<file path="src/rtl/regbank_pkg.sv">
package regbank_pkg;
  localparam int BYTE_W    = 8;
  localparam int PAIR_W    = 2 * BYTE_W;
  localparam int NUM_WORDS = 8;
  localparam int NUM_BANK  = 4;
  localparam int SEL_W     = $clog2(NUM_WORDS);

  localparam logic [SEL_W-1:0] PS_AF = 3'd0;
  localparam logic [SEL_W-1:0] PS_BC = 3'd1;
  localparam logic [SEL_W-1:0] PS_DE = 3'd2;
  localparam logic [SEL_W-1:0] PS_HL = 3'd3;
  localparam logic [SEL_W-1:0] PS_SP = 3'd4;
  localparam logic [SEL_W-1:0] PS_PC = 3'd5;
  localparam logic [SEL_W-1:0] PS_IX = 3'd6;
  localparam logic [SEL_W-1:0] PS_IY = 3'd7;

  localparam logic [SEL_W-1:0] BS_A = 3'd0;
  localparam logic [SEL_W-1:0] BS_H = 3'd6;

  localparam logic [1:0] IX_MODE = 2'd1;
  localparam logic [1:0] IY_MODE = 2'd2;

  typedef logic [PAIR_W-1:0] word_t;
  typedef logic [BYTE_W-1:0] byte_t;

  // Apply the prefix retarget to a pair code.
  function automatic logic [SEL_W-1:0] retarget(input logic [SEL_W-1:0] code,
                                               input logic [1:0] mode);
    if (code != PS_HL)        return code;
    else if (mode == IX_MODE) return PS_IX;
    else if (mode == IY_MODE) return PS_IY;
    else                      return PS_HL;
  endfunction

  // Pair that holds a byte code (two bytes per pair).
  function automatic logic [SEL_W-1:0] byte_home(input logic [SEL_W-1:0] bcode);
    return {1'b0, bcode[SEL_W-1:1]};
  endfunction

  // Even byte codes name the high byte.
  function automatic logic byte_is_high(input logic [SEL_W-1:0] bcode);
    return ~bcode[0];
  endfunction

  // Overlay optional byte writes on a word.
  function automatic word_t overlay(input word_t base,
                                    input logic hi_en, input byte_t hi_d,
                                    input logic lo_en, input byte_t lo_d);
    word_t r;
    r = base;
    if (hi_en) r[PAIR_W-1:BYTE_W] = hi_d;
    if (lo_en) r[BYTE_W-1:0]      = lo_d;
    return r;
  endfunction
endpackage

</file>
<file path="src/rtl/rb_word_reg.sv">
module rb_word_reg
  import regbank_pkg::*;
#(
  parameter word_t RESET_VAL = '0
) (
  input  logic  clk,
  input  logic  rst_n,
  input  logic  hi_en,
  input  byte_t hi_d,
  input  logic  lo_en,
  input  byte_t lo_d,
  output word_t q
);
  word_t q_r;
  word_t q_next;

  always_comb q_next = overlay(q_r, hi_en, hi_d, lo_en, lo_d);

  always_ff @(posedge clk or negedge rst_n) begin
    if (!rst_n) q_r <= RESET_VAL;
    else        q_r <= q_next;
  end

  assign q = q_r;

  AST_WORD_HOLD: assert property (@(posedge clk) disable iff (!rst_n)
    (!hi_en && !lo_en) |=> q_r == $past(q_r));
  AST_WORD_HIGH_LANDS: assert property (@(posedge clk) disable iff (!rst_n)
    hi_en |=> q_r[PAIR_W-1:BYTE_W] == $past(hi_d));
endmodule

</file>
<file path="src/rtl/rb_banked_pair.sv">
module rb_banked_pair
  import regbank_pkg::*;
#(
  parameter word_t MAIN_RESET   = '0,
  parameter word_t SHADOW_RESET = '0
) (
  input  logic  clk,
  input  logic  rst_n,
  input  logic  swap_i,
  input  logic  load_en_i,
  input  word_t peer_i,
  input  logic  hi_en,
  input  byte_t hi_d,
  input  logic  lo_en,
  input  byte_t lo_d,
  output word_t main_o,
  output word_t staged_o
);
  word_t main_r, shadow_r;
  word_t staged, loaded, main_next, shadow_next;

  always_comb begin
    staged      = swap_i ? shadow_r : main_r;
    shadow_next = swap_i ? main_r   : shadow_r;
    loaded      = load_en_i ? peer_i : staged;
    main_next   = overlay(loaded, hi_en, hi_d, lo_en, lo_d);
  end

  always_ff @(posedge clk or negedge rst_n) begin
    if (!rst_n) begin
      main_r   <= MAIN_RESET;
      shadow_r <= SHADOW_RESET;
    end else begin
      main_r   <= main_next;
      shadow_r <= shadow_next;
    end
  end

  assign main_o   = main_r;
  assign staged_o = staged;

  AST_SHADOW_HOLD: assert property (@(posedge clk) disable iff (!rst_n)
    !swap_i |=> shadow_r == $past(shadow_r));
  AST_SWAP_TO_SHADOW: assert property (@(posedge clk) disable iff (!rst_n)
    swap_i |=> shadow_r == $past(main_r));
  AST_SWAP_THEN_WRITE: assert property (@(posedge clk) disable iff (!rst_n)
    (swap_i && hi_en && lo_en) |=> main_r == $past({hi_d, lo_d}));
endmodule

</file>
<file path="src/rtl/rb_write_route.sv">
module rb_write_route
  import regbank_pkg::*;
(
  input  logic [1:0]                     idx_sel,
  input  logic                           byte_wr_en,
  input  logic [SEL_W-1:0]               byte_wr_sel,
  input  byte_t                          byte_wr_data,
  input  logic                           pair_wr_en,
  input  logic [SEL_W-1:0]               pair_wr_sel,
  input  word_t                          pair_wr_data,
  output logic [NUM_WORDS-1:0]           hi_en,
  output logic [NUM_WORDS-1:0]           lo_en,
  output logic [NUM_WORDS-1:0][BYTE_W-1:0] hi_d,
  output logic [NUM_WORDS-1:0][BYTE_W-1:0] lo_d
);
  logic [SEL_W-1:0] pair_tgt, byte_tgt;
  logic             byte_hi;

  always_comb begin
    pair_tgt = retarget(pair_wr_sel, idx_sel);
    byte_tgt = retarget(byte_home(byte_wr_sel), idx_sel);
    byte_hi  = byte_is_high(byte_wr_sel);
  end

  for (genvar w = 0; w < NUM_WORDS; w++) begin : g_lane
    logic pair_hit, bhit_hi, bhit_lo;
    always_comb begin
      pair_hit = pair_wr_en && (pair_tgt == SEL_W'(w));
      bhit_hi  = byte_wr_en && byte_hi  && (byte_tgt == SEL_W'(w));
      bhit_lo  = byte_wr_en && !byte_hi && (byte_tgt == SEL_W'(w));
      hi_en[w] = pair_hit || bhit_hi;
      lo_en[w] = pair_hit || bhit_lo;
      hi_d[w]  = bhit_hi ? byte_wr_data : pair_wr_data[PAIR_W-1:BYTE_W];
      lo_d[w]  = bhit_lo ? byte_wr_data : pair_wr_data[BYTE_W-1:0];
    end
  end
endmodule

</file>
<file path="src/rtl/rb_read_mux.sv">
module rb_read_mux
  import regbank_pkg::*;
(
  input  logic [NUM_WORDS-1:0][PAIR_W-1:0] words,
  input  logic [1:0]                       idx_sel,
  input  logic [SEL_W-1:0]                 byte_rd_sel,
  input  logic [SEL_W-1:0]                 pair_rd_sel,
  output byte_t                            byte_rd_data,
  output word_t                            pair_rd_data
);
  logic [SEL_W-1:0] bsrc, psrc;
  word_t            bword;

  always_comb begin
    bsrc         = retarget(byte_home(byte_rd_sel), idx_sel);
    psrc         = retarget(pair_rd_sel, idx_sel);
    bword        = words[bsrc];
    byte_rd_data = byte_is_high(byte_rd_sel) ? bword[PAIR_W-1:BYTE_W] : bword[BYTE_W-1:0];
    pair_rd_data = words[psrc];
  end
endmodule

</file>
<file path="src/rtl/cpu_regbank.sv">
module cpu_regbank
  import regbank_pkg::*;
#(
  parameter logic [15:0] SP_RESET  = 16'hDFF0,
  parameter logic [15:0] PC_RESET  = 16'h0000,
  parameter logic [15:0] IDX_RESET = 16'hFFFF
) (
  input  logic        clk,
  input  logic        rst_n,
  input  logic [1:0]  idx_sel,
  input  logic [2:0]  byte_rd_sel,
  output logic [7:0]  byte_rd_data,
  input  logic [2:0]  pair_rd_sel,
  output logic [15:0] pair_rd_data,
  input  logic        byte_wr_en,
  input  logic [2:0]  byte_wr_sel,
  input  logic [7:0]  byte_wr_data,
  input  logic        pair_wr_en,
  input  logic [2:0]  pair_wr_sel,
  input  logic [15:0] pair_wr_data,
  input  logic        swap_af,
  input  logic        swap_main,
  input  logic        swap_de_hl
);
  logic [NUM_WORDS-1:0][PAIR_W-1:0] words;
  logic [NUM_BANK-1:0][PAIR_W-1:0]  staged;
  logic [NUM_WORDS-1:0]             hi_en, lo_en;
  logic [NUM_WORDS-1:0][BYTE_W-1:0] hi_d, lo_d;

  // Bank-level exchange events brought out for checking.
  logic ev_dehl_swap;
  logic ev_any_write;
  assign ev_dehl_swap = swap_de_hl;
  assign ev_any_write = byte_wr_en || pair_wr_en;

  rb_write_route u_route (
    .idx_sel      (idx_sel),
    .byte_wr_en   (byte_wr_en),
    .byte_wr_sel  (byte_wr_sel),
    .byte_wr_data (byte_wr_data),
    .pair_wr_en   (pair_wr_en),
    .pair_wr_sel  (pair_wr_sel),
    .pair_wr_data (pair_wr_data),
    .hi_en        (hi_en),
    .lo_en        (lo_en),
    .hi_d         (hi_d),
    .lo_d         (lo_d)
  );

  // Banked pairs: AF swaps alone, BC/DE/HL swap together; DE and HL trade as peers.
  for (genvar b = 0; b < NUM_BANK; b++) begin : g_bank
    localparam int PEER = b ^ 1;
    logic swap_b, load_b;
    assign swap_b = (b == 0) ? swap_af : swap_main;
    assign load_b = (b >= 2) ? swap_de_hl : 1'b0;
    rb_banked_pair #(.MAIN_RESET('0), .SHADOW_RESET('0)) u_pair (
      .clk       (clk),
      .rst_n     (rst_n),
      .swap_i    (swap_b),
      .load_en_i (load_b),
      .peer_i    (staged[PEER]),
      .hi_en     (hi_en[b]),
      .hi_d      (hi_d[b]),
      .lo_en     (lo_en[b]),
      .lo_d      (lo_d[b]),
      .main_o    (words[b]),
      .staged_o  (staged[b])
    );
  end

  // Unbanked words: SP, PC, IX, IY.
  for (genvar w = NUM_BANK; w < NUM_WORDS; w++) begin : g_word
    localparam word_t RV = (w == int'(PS_SP)) ? SP_RESET :
                           (w == int'(PS_PC)) ? PC_RESET : IDX_RESET;
    rb_word_reg #(.RESET_VAL(RV)) u_word (
      .clk   (clk),
      .rst_n (rst_n),
      .hi_en (hi_en[w]),
      .hi_d  (hi_d[w]),
      .lo_en (lo_en[w]),
      .lo_d  (lo_d[w]),
      .q     (words[w])
    );
  end

  rb_read_mux u_read (
    .words        (words),
    .idx_sel      (idx_sel),
    .byte_rd_sel  (byte_rd_sel),
    .pair_rd_sel  (pair_rd_sel),
    .byte_rd_data (byte_rd_data),
    .pair_rd_data (pair_rd_data)
  );

  AST_DEHL_KEEPS_INDEX: assert property (@(posedge clk) disable iff (!rst_n)
    (ev_dehl_swap && !ev_any_write) |=>
      (words[PS_IX] == $past(words[PS_IX])) && (words[PS_IY] == $past(words[PS_IY])));
  AST_IDX_HIGH_BYTE: assert property (@(posedge clk) disable iff (!rst_n)
    (byte_wr_en && byte_wr_sel == BS_H && idx_sel == IX_MODE) |=>
      words[PS_IX][PAIR_W-1:BYTE_W] == $past(byte_wr_data));
  AST_PAIR_BYTE_AGREE: assert property (@(posedge clk) disable iff (!rst_n)
    (byte_rd_sel == BS_A && pair_rd_sel == PS_AF) |->
      byte_rd_data == pair_rd_data[PAIR_W-1:BYTE_W]);
  AST_AF_SWAP_ISOLATED: assert property (@(posedge clk) disable iff (!rst_n)
    (swap_af && !swap_main && !swap_de_hl && !ev_any_write) |=>
      words[PS_BC] == $past(words[PS_BC]));
endmodule

</file>
<file path="config.mk">
export PLATFORM = sky130hd
export DESIGN_NAME = cpu_regbank
export DESIGN_NICKNAME = d
export VERILOG_FILES = /design/src/rtl/regbank_pkg.sv /design/src/rtl/rb_word_reg.sv /design/src/rtl/rb_banked_pair.sv /design/src/rtl/rb_write_route.sv /design/src/rtl/rb_read_mux.sv /design/src/rtl/cpu_regbank.sv
export SDC_FILE = /design/constraint.sdc
export NUM_CORES = 1
export LEC_CHECK = 0
export BUFFER_PORTS_ARGS = -buffer_cell sky130_fd_sc_hd__buf_2
export CORE_ASPECT_RATIO = 0.6
export CORE_MARGIN = 2
export CORE_UTILIZATION = 58
export CTS_BUF_LIST = sky130_fd_sc_hd__clkbuf_4
export CTS_CLUSTER_DIAMETER = 120
export DETAILED_ROUTE_END_ITERATION = 7
export PLACE_DENSITY = 0.82
export SYNTH_ARGS = -nofsm -noshare
export SYNTH_HDL_FRONTEND = slang
export SYNTH_SLANG_ARGS = --single-unit
</file>
<file path="constraint.sdc">
create_clock -name clk -period 2.6 [get_ports clk]
set_input_delay 0.39 -clock clk [delete_from_list [all_inputs] [get_ports clk]]
set_output_delay 0.39 -clock clk [all_outputs]
set_load 0.01 [all_outputs]
</file>
==> results of run 1 <==
[Yosys cell counts, drive strengths merged (5+ instances only)]
| cell | instances | area share, % |
|---|---|---|
| mux4 | 32 | 6.3 |
| dfrtp | 149 | 32 |
| nor2 | 91 | 3.0 |
| a311oi | 15 | 1.1 |
| a211oi | 30 | 2.0 |
| and3 | 30 | 1.6 |
| mux2 | 113 | 11 |
| nand2 | 68 | 2.2 |
| clkbuf | 48 | 1.6 |
| a22oi | 8 | 0.52 |
| nand3b | 18 | 1.2 |
| nor3 | 20 | 0.92 |
| dfstp | 43 | 9.8 |
| inv | 5 | 0.16 |
| or2 | 18 | 0.98 |
| a221oi | 17 | 1.3 |
| o21ai | 66 | 2.9 |
| buf | 48 | 2.5 |
| a21oi | 74 | 3.3 |
| mux2i | 143 | 12 |
[kinds of logic after synthesis]
family                     after synthesis  synth area share [%]
muxes                                  288                 29.84
and+or+nand+nor                        265                 11.34
AOI/OAI and AO/OA                      219                 11.93
DFF                                    192                 42.34
buffers and inverters                  102                 4.230
adders and majority gates                3                0.3271
[worst max-delay path, stage by stage (launching register included)]
cell	delay, ns
dfstp_2	0.59
mux2i_2	0.10
a221oi_2	0.38
buf_4	0.19
o21ai_0	0.10
nand2_1	0.15
buf_2	0.15
[cell usage in the layout, fill, tap and decap left out, types with 5 or more instances in the layout]
| cell type | n |
|---|---|
| mux2i_1 | 135 |
| dfstp_2 | 43 |
| dfrtp_1 | 149 |
| a21oi_1 | 73 |
| o21ai_1 | 6 |
| nand3b_1 | 18 |
| a211oi_2 | 11 |
| mux2i_2 | 6 |
| inv_1 | 5 |
| buf_4 | 46 |
| inv_6 | 5 |
| a311oi_1 | 14 |
| mux2_2 | 113 |
| a211oi_1 | 17 |
| nand2_1 | 68 |
| mux4_2 | 32 |
| clkbuf_4 | 17 |
| and3_1 | 30 |
| buf_12 | 14 |
| a22oi_1 | 7 |
| nor3_1 | 16 |
| nor2_1 | 91 |
| o21ai_0 | 60 |
| or2_2 | 17 |
| a221oi_2 | 13 |
| buf_2 | 66 |
[power groups by stage]
stage	Clock, mW	Sequential [mW]	Combinational (mW)
global route	1.84	5.44	4.05
CTS	1.72	5.23	3.54
floorplan	0	4.89	2.60
global placement	0	5.18	3.37
finish	1.69	5.29	3.74
detailed placement	0	5.29	3.47
[sequential cells by signal, indices dropped and copies added, names as in the netlist]
signal / cells
g_bank.u_pair.shadow_r: 64
g_word.u_word.q: 64
g_bank.u_pair.main_o: 64
[final timing paths]
kind                                                 to  slack (ns)                         from  cells after the start
setup / recovery                        byte_rd_data[2]       -0.03       g_word[6].u_word.q[10]                      6
hold / removal                   g_word[7].u_word.q[12]        0.16             pair_wr_data[12]                      3
min in group asynchronous  g_bank[3].u_pair.shadow_r[3]        0.33                        rst_n                      2
setup reg to reg            g_bank[2].u_pair.main_o[14]        1.27  g_bank[3].u_pair.main_o[14]                      3
hold reg to reg                   g_word[5].u_word.q[9]        0.52        g_word[5].u_word.q[9]                      1
max in group asynchronous        g_word[4].u_word.q[15]        1.49                        rst_n                      3
[layer usage]
layer	global-route usage [%]	share of wire (%)	up-vias
met5	0	0.083	-
met1	43.25	42	4520
met4	9.606	1.9	4
met2	46.89	45	465
li1	-	-	4043
met3	12.62	11	63
[layout make-up]
cell class                      count  area, um^2
Antenna cell                        1       2.502
Clock buffer                       17       127.6
Clock inverter                     15       157.7
Fill cell                        1478        6267
Inverter                            6       22.52
Multi-Input combinational cell    775        6466
Sequential cell                   192        4858
Tap cell                          266       332.8
Timing Repair Buffer              129       991.0
[timing repair]
action	4_1_cts	5_1_grt
hold buffers	1	0
pin swaps	0	8
setup endpoints to repair	24	24
gates cloned	0	0
resized for setup	17	39
buffers inserted	0	5
endpoints found under the hold margin	48	0
==> results.json, run 1 <==
{
  "relSlewSlack_pct": 44.45,
  "synth.distinct_cells": 48,
  "min_period_ns": 2.634,
  "dpl-instance-area_um2": 12310,
  "port_buffers": 68,
  "ir_drop_mv": 0.4618,
  "cts_buffers": 17,
  "end_kind": "primary output",
  "clkPwrFrac_pct": 15.8,
  "antenna_found_initial": 2,
  "violations": "negative setup slack",
  "drv_slew": 0,
  "grt_max_degree": 72,
  "required_ns": 2.21,
  "p_comb_share_pct": 34.8,
  "place_ws_ns": -0.1259,
  "drtAntennaViolNets": 0,
  "p_sw_mw": 3.888,
  "first_iter_violations": 968,
  "worst_pin_slew_ns": 0.8333,
  "synth.net_count": 1117,
  "path_class": "flop to primary output",
  "grt_pass1_wl_um": 49800,
  "die_w_um": 185.6,
  "post-dp-hpwl_um": 22620,
  "cp.arrival_ns": 2.24,
  "placement_rows": 39,
  "netlist_instances": 1069,
  "ys_seq_area_share_pct": 42.34,
  "avgViaCountPerCell": 6.492,
  "vias": 9095,
  "seq_power_share_pct": 49.4,
  "critPathMaxFanout": 3,
  "power_density_nw_per_um2": 827.2,
  "status": "finished with violations",
  "htree_levels": 4,
  "synth-main-ff-cell": "dfrtp_1",
  "leakagePower_nw": 5.575,
  "fmax_mhz": 379.7,
  "drive_above_1_share_pct": 36.95,
  "start_util_pct": 59.69,
  "synth_area_um2": 11480,
  "power_mw": 10.72,
  "fin_area_um2": 12960,
  "async_reset_ff_share_pct": 100.0,
  "areaGrowthSynthToFinish_pct": 12.92,
  "core_um2": 19230,
  "die-area_um2": 20960,
  "worstHoldPathType": "input pin to flop",
  "grt_usage_pct": 31.72,
  "crit_path_start_kind": "flop",
  "internal_power_mw": 6.831,
  "synth_edf_count": 0,
  "setup_viol": 2,
  "nNetsFinal": 1169,
  "fin_ws_ns": -0.03393,
  "post-route-util_pct": 67.40,
  "clk_pin_slew_worst_paths_ns": 0.16,
  "root_buffer": "clkbuf_4",
  "first_pass_iters": 6,
  "swShare_pct": 36.27,
  "grt_pass1_vias": 8706,
  "globalplace.congestion": 1.011,
  "yosysWarnings": 0,
  "clockBufferDepth": 2,
  "cts_sinks": 192,
  "finClkSkew_ns": 0.01846,
  "wl_per_cell_um": 23.20,
  "die_h_um": 113.0,
  "tns_ns": -0.05851,
  "hold_violations": 0,
  "fin_crit_sh_pct": 101.3,
  "grt_setup_unrepaired": "yes",
  "cts_tree": "built",
  "ys_seq_elements": 192,
  "boundaryPins": 69,
  "drc": 0,
  "insertion_delay_ns": 0.60,
  "whs_ns": 0.1555,
  "drt_wl_total_um": 32500,
  "placedCellCount": 1362,
  "globalRoute.totalOverflow": 0,
  "finalNonFillerCells": 1401,
  "maxCapViolations": 0,
  "syn_area_per_cell_um2": 10.74
}
(Power assumes the default switching activity.)
==> inputs of run 2 (changes only) <==
--- a/config.mk
+++ b/config.mk
@@ -12,7 +12,7 @@
 export CTS_BUF_LIST = sky130_fd_sc_hd__clkbuf_4
 export CTS_CLUSTER_DIAMETER = 120
 export DETAILED_ROUTE_END_ITERATION = 7
-export PLACE_DENSITY = 0.82
+export PLACE_DENSITY = 0.85
 export SYNTH_ARGS = -nofsm -noshare
 export SYNTH_HDL_FRONTEND = slang
 export SYNTH_SLANG_ARGS = --single-unit
==> constraint.sdc (replaced) <==
create_clock -name clk -period 2.4 [get_ports clk]
set_input_delay 0.36 -clock clk [delete_from_list [all_inputs] [get_ports clk]]
set_output_delay 0.36 -clock clk [all_outputs]
set_load 0.01 [all_outputs]
==> run 2 against run 1 <==
The run still ends with negative setup slack left. Cell count increased by 2.5%. Total power increased by 15%. Sequential share of layout area decreased by 2.1 points. Worst hold slack got worse by 0.033 ns. Critical path type is now input pin to primary output.
==> results.json, run 2 (synthesized netlist as in run 1, its figures left out) <==
{
  "status": "finished with violations",
  "violations": "negative setup slack",
  "leakagePower_nw": 5.894,
  "finalNonFillerCells": 1436,
  "clk_pin_slew_worst_paths_ns": 0.17,
  "globalplace.congestion": 1.020,
  "wl_per_cell_um": 24.52,
  "final.fill_count": 1347,
  "relSlewSlack_pct": 47.09,
  "critPathMaxFanout": 8,
  "post-dp-hpwl_um": 23140,
  "ff2ff_path_depth": 3,
  "boundaryPins": 69,
  "r2r_end": "g_bank[3].u_pair.main_o[8]",
  "setup_viol": 7,
  "globalRoute.totalOverflow": 0,
  "min_to": "g_word[7].u_word.q[10]",
  "worstHoldStart": "pair_wr_data[10]",
  "fmax_mhz": 406.8,
  "die_h_um": 113.0,
  "cts_buffers": 17,
  "vias": 9510,
  "maxCapViolations": 0,
  "path_class": "input pin to primary output",
  "insertion_delay_ns": 0.61,
  "worst_hold_path.num_cells": 3,
  "cp.arrival_ns": 2.10,
  "critPathBufInv": 4,
  "drv_slew": 0,
  "die_w_um": 185.6,
  "root_buffer": "clkbuf_4",
  "start_util_pct": 59.69,
  "htree_levels": 4,
  "grt_pass1_wl_um": 51740,
  "drtAntennaViolNets": 0,
  "ir_drop_mv": 0.5674,
  "grt_pass1_vias": 9096,
  "clockBufferDepth": 2,
  "port_buffers": 68,
  "min_period_ns": 2.459,
  "cts_sinks": 192,
  "fin_ws_ns": -0.05851,
  "whs_ns": 0.1226,
  "die-area_um2": 20960,
  "crit_path_max_incr_delay_ns": 0.41,
  "end_kind": "primary output",
  "first_pass_iters": 6,
  "power_mw": 12.28,
  "dpl-instance-area_um2": 12440,
  "core_um2": 19230,
  "grt_usage_pct": 32.74,
  "critical_path.cell_chain": "buf_4 -> ha_4 -> clkbuf_16 -> a21boi_4 -> buf_12 -> mux2_2 -> a22oi_2 -> nand2_1 -> buf_2",
  "hold_violations": 0,
  "cts_tree": "built",
  "finClkSkew_ns": 0.02611,
  "nNetsFinal": 1204,
  "final_common_cell": "dfrtp_1",
  "drc": 0,
  "worst_pin_slew_ns": 0.7936,
  "antenna_found_initial": 1,
  "r2r-start": "g_bank[2].u_pair.main_o[8]",
  "placement_rows": 39,
  "placedCellCount": 1375,
  "grt_setup_unrepaired": "yes",
  "avgViaCountPerCell": 6.623,
  "worstHoldPathType": "input pin to flop",
  "slowest_stage": "mux2_2",
  "first_iter_violations": 919,
  "areaGrowthSynthToFinish_pct": 19.68,
  "final_cell_mix": "149 x dfrtp_1, 130 x mux2i_1, 107 x mux2_2",
  "drive_above_1_share_pct": 42.09,
  "required_ns": 2.04,
  "fin_area_um2": 13730,
  "drt_wl_total_um": 35210,
  "fin_crit_sh_pct": 102.4,
  "power_density_nw_per_um2": 894.2,
  "crit_family": "buffers and inverters",
  "r2r_slack_ns": 1.02,
  "crit_path_start_kind": "input pin",
  "grt_max_degree": 89
}
run 2: worst max path at each step:
stage	start	endpoint	slack, ns	cells past startpoint
3_5_place_dp	idx_sel[0]	pair_rd_data[0]	-0.31	9
5_1_grt	g_word[7].u_word.q[14]	pair_rd_data[14]	-0.13	6
4_1_cts	idx_sel[0]	pair_rd_data[15]	-0.00005	9
6_report	idx_sel[0]	byte_rd_data[4]	-0.06	9
2_1_floorplan	idx_sel[1]	byte_rd_data[5]	0.1	8
3_3_place_gp	idx_sel[0]	pair_rd_data[1]	-0.25	9
run 2: metal layers:
| metal | up-vias | GRT usage (%) | part of all wire (%) |
|---|---|---|---|
| li1 | 4114 | - | - |
| met3 | 124 | 11.36 | 13 |
| met2 | 587 | 49.10 | 45 |
| met4 | 0 | 9.239 | 3.4 |
| met5 | - | 0 | 0 |
| met1 | 4685 | 45.48 | 40 |
run 2: stage by stage:
| step | setup TNS [ns] | utilization, % | worst slack, ns |
|---|---|---|---|
| finish | -0.2793 | 71.44 | -0.05851 |
| global route | -0.8313 | 71.42 | -0.1331 |
| CTS | -0.00004619 | 68.35 | -0.00004619 |
| detailed placement | -4.900 | 64.69 | -0.3136 |
| global placement | -3.979 | 64.69 | -0.2452 |
| floorplan | 0 | - | 0.09564 |
run 2: cell type report:
cell class | instances | area, um^2 | share of cell area, %
Antenna cell | 1 | 2.502 | 0.01822
Multi-Input combinational cell | 775 | 6759 | 49.21
Clock inverter | 14 | 203.9 | 1.485
Clock buffer | 18 | 135.1 | 0.9839
Timing Repair Buffer | 164 | 1418 | 10.32
Tap cell | 266 | 332.8 | 2.423
Sequential cell | 192 | 4858 | 35.37
Inverter | 6 | 25.02 | 0.1822
run 2: worst min-delay path: stages:
cell     delay [ns]
buf_2          0.17
mux2i_1        0.14
a21oi_1        0.08
run 2: where the power goes:
group	total, mW	internal (mW)	switching (mW)
Combinational	4.43	2.40	2.03
Sequential	5.78	4.59	1.19
Clock	2.08	0.859	1.22
run 2: what timing repair did:
action | 4_1_cts | 5_1_grt
pin swaps | 13 | 24
endpoints found under the setup margin | 24 | 24
resized for setup | 57 | 78
endpoints found under the hold margin | 55 | 0
setup buffers | 4 | 18
hold buffers | 1 | 0
gates cloned | 1 | 5
==> inputs of run 3 (changes only) <==
--- a/config.mk
+++ b/config.mk
@@ -6,7 +6,7 @@
 export NUM_CORES = 1
 export LEC_CHECK = 0
 export BUFFER_PORTS_ARGS = -buffer_cell sky130_fd_sc_hd__buf_2
-export CORE_ASPECT_RATIO = 0.6
+export CORE_ASPECT_RATIO = 1.2
 export CORE_MARGIN = 2
 export CORE_UTILIZATION = 58
 export CTS_BUF_LIST = sky130_fd_sc_hd__clkbuf_4
==> run 3 against run 2 <==
Setup slack got worse by 0.11 ns. Die area decreased by 0.15%. Register-to-register slack got worse by 0.04 ns. Critical endpoint is now pair_rd_data[11]. Total power decreased by 2.4%. Largest cell class unchanged. Non-clock buffer count decreased by 12. Routed wire length increased by 6.6%. The run still ends with negative setup slack left. Critical path depth increased by 1. Global-route usage increased by 0.46 points. Clock power decreased by 19%.
==> results.json, run 3 (synthesized netlist as in run 1, its figures left out) <==
{
  "status": "finished with violations",
  "violations": "negative setup slack",
  "ff2ff_path_depth": 3,
  "setup_viol": 10,
  "drc": 0,
  "root_buffer": "clkbuf_4",
  "globalplace.congestion": 0.9887,
  "clk_pin_slew_worst_paths_ns": 0.17,
  "fin_crit_sh_pct": 106.9,
  "die_w_um": 132.4,
  "required_ns": 2.04,
  "first_pass_iters": 8,
  "use_met2_pct": 52.36,
  "worst_hold_path.num_cells": 3,
  "fin_ws_ns": -0.1666,
  "gr-max-usage-layer": "met2",
  "fmax_mhz": 389.6,
  "grt_setup_unrepaired": "yes",
  "grt_pass1_vias": 9418,
  "post-dp-hpwl_um": 23370,
  "maxCapViolations": 0,
  "relSlewSlack_pct": 55.48,
  "areaGrowthSynthToFinish_pct": 17.67,
  "crit_path_start_kind": "input pin",
  "grt_usage_pct": 33.20,
  "first_iter_violations": 1280,
  "clockBufferDepth": 2,
  "grt_pass1_wl_um": 52600,
  "hold_violations": 0,
  "tns_ns": -0.5502,
  "htree_levels": 4,
  "drv_slew": 0,
  "grt_max_degree": 64,
  "drt_wl_total_um": 37540,
  "final_cell_mix": "148 x dfrtp_1, 139 x mux2i_1, 100 x mux2_2",
  "leakagePower_nw": 5.832,
  "placement_rows": 56,
  "avgViaCountPerCell": 6.992,
  "cts_buffers": 17,
  "core_um2": 19480,
  "power_density_nw_per_um2": 887.7,
  "drtAntennaViolNets": 0,
  "port_buffers": 68,
  "end_kind": "primary output",
  "die-area_um2": 20930,
  "whs_ns": 0.08405,
  "cts_sinks": 192,
  "ir_drop_mv": 0.6743,
  "path_class": "input pin to primary output",
  "finClkSkew_ns": 0.01399,
  "met3_usage_pct": 6.500,
  "grtUsageMet1_pct": 41.18,
  "nNetsFinal": 1192,
  "wl_per_cell_um": 26.40,
  "die_h_um": 158.1,
  "cp.arrival_ns": 2.21,
  "start_util_pct": 58.92,
  "min_period_ns": 2.567,
  "boundaryPins": 69,
  "final_common_cell": "dfrtp_1",
  "critPathMaxFanout": 10,
  "insertion_delay_ns": 0.63,
  "worstHoldPathType": "input pin to flop",
  "drive_above_1_share_pct": 41.49,
  "antenna_found_initial": 4,
  "worst_pin_slew_ns": 0.6677,
  "cts_tree": "built",
  "globalRoute.totalOverflow": 0,
  "vias": 9943
}
## run 3: power breakdown
part	switching (mW)	total, mW	internal [mW]	leakage, nW
clock network	1.25	1.69	0.443	0.136
registers	1.27	5.86	4.59	2.28
logic	2.07	4.44	2.37	3.41
total	4.59	12.0	7.40	5.83
## run 3: per-layer routing
layer / up-vias / share of wire (%)
met4: 0 / 8.6
met1: 4835 / 35
li1: 4085 / -
met3: 248 / 11
met2: 775 / 45
met5: - / 0
## run 3: worst paths after layout
kind | startpoint | endpoint | slack, ns
worst max-delay path | idx_sel[1] | pair_rd_data[11] | -0.17
worst min-delay path | byte_wr_data[4] | g_word[7].u_word.q[12] | 0.08
worst max register to register | g_bank[2].u_pair.main_o[8] | g_bank[3].u_pair.main_o[8] | 0.98
worst min register to register | g_word[5].u_word.q[4] | g_word[5].u_word.q[4] | 0.52
max in group asynchronous | rst_n | g_word[7].u_word.q[7] | 1.39
min in group asynchronous | rst_n | g_bank[2].u_pair.main_o[6] | 0.28
## run 3: timing repair
| action | 4_1_cts | 5_1_grt |
|---|---|---|
| setup buffers | 6 | 11 |
| pin swaps | 8 | 39 |
| gates resized for setup | 55 | 77 |
| endpoints found under the hold margin | 50 | 0 |
| hold buffers | 1 | 0 |
| gates cloned | 1 | 3 |
| endpoints found under the setup margin | 24 | 24 |
## run 3: cell type report
type	count	area (um^2)
Multi-Input combinational cell	775	6693
Fill cell	1336	5974
Sequential cell	192	4860
Timing Repair Buffer	152	1329
Tap cell	261	326.6
Clock inverter	15	130.1
Clock buffer	17	127.6
Inverter	6	28.78
Antenna cell	4	10.01
## run 3: worst max-delay path: stages
cell,delay (ns)
buf_6,0.11
inv_4,0.05
ha_4,0.15
nand3b_1,0.22
buf_4,0.24
clkbuf_16,0.16
nand3b_1,0.12
a311oi_2,0.13
nor3_2,0.44
buf_2,0.22
## run 3: metrics by stage
stage	instance area (um^2)	std cells	power, mW	utilization (%)	setup WS (ns)
floorplan	11480	1069	8.114	-	0.09564
global placement	12390	1365	9.279	63.59	-0.2264
detailed placement	12390	1365	9.545	63.59	-0.3305
CTS	12990	1404	11.38	66.67	-0.03339
global route	13500	1422	12.51	69.33	-0.2127
finish	13500	1422	11.99	69.33	-0.1666
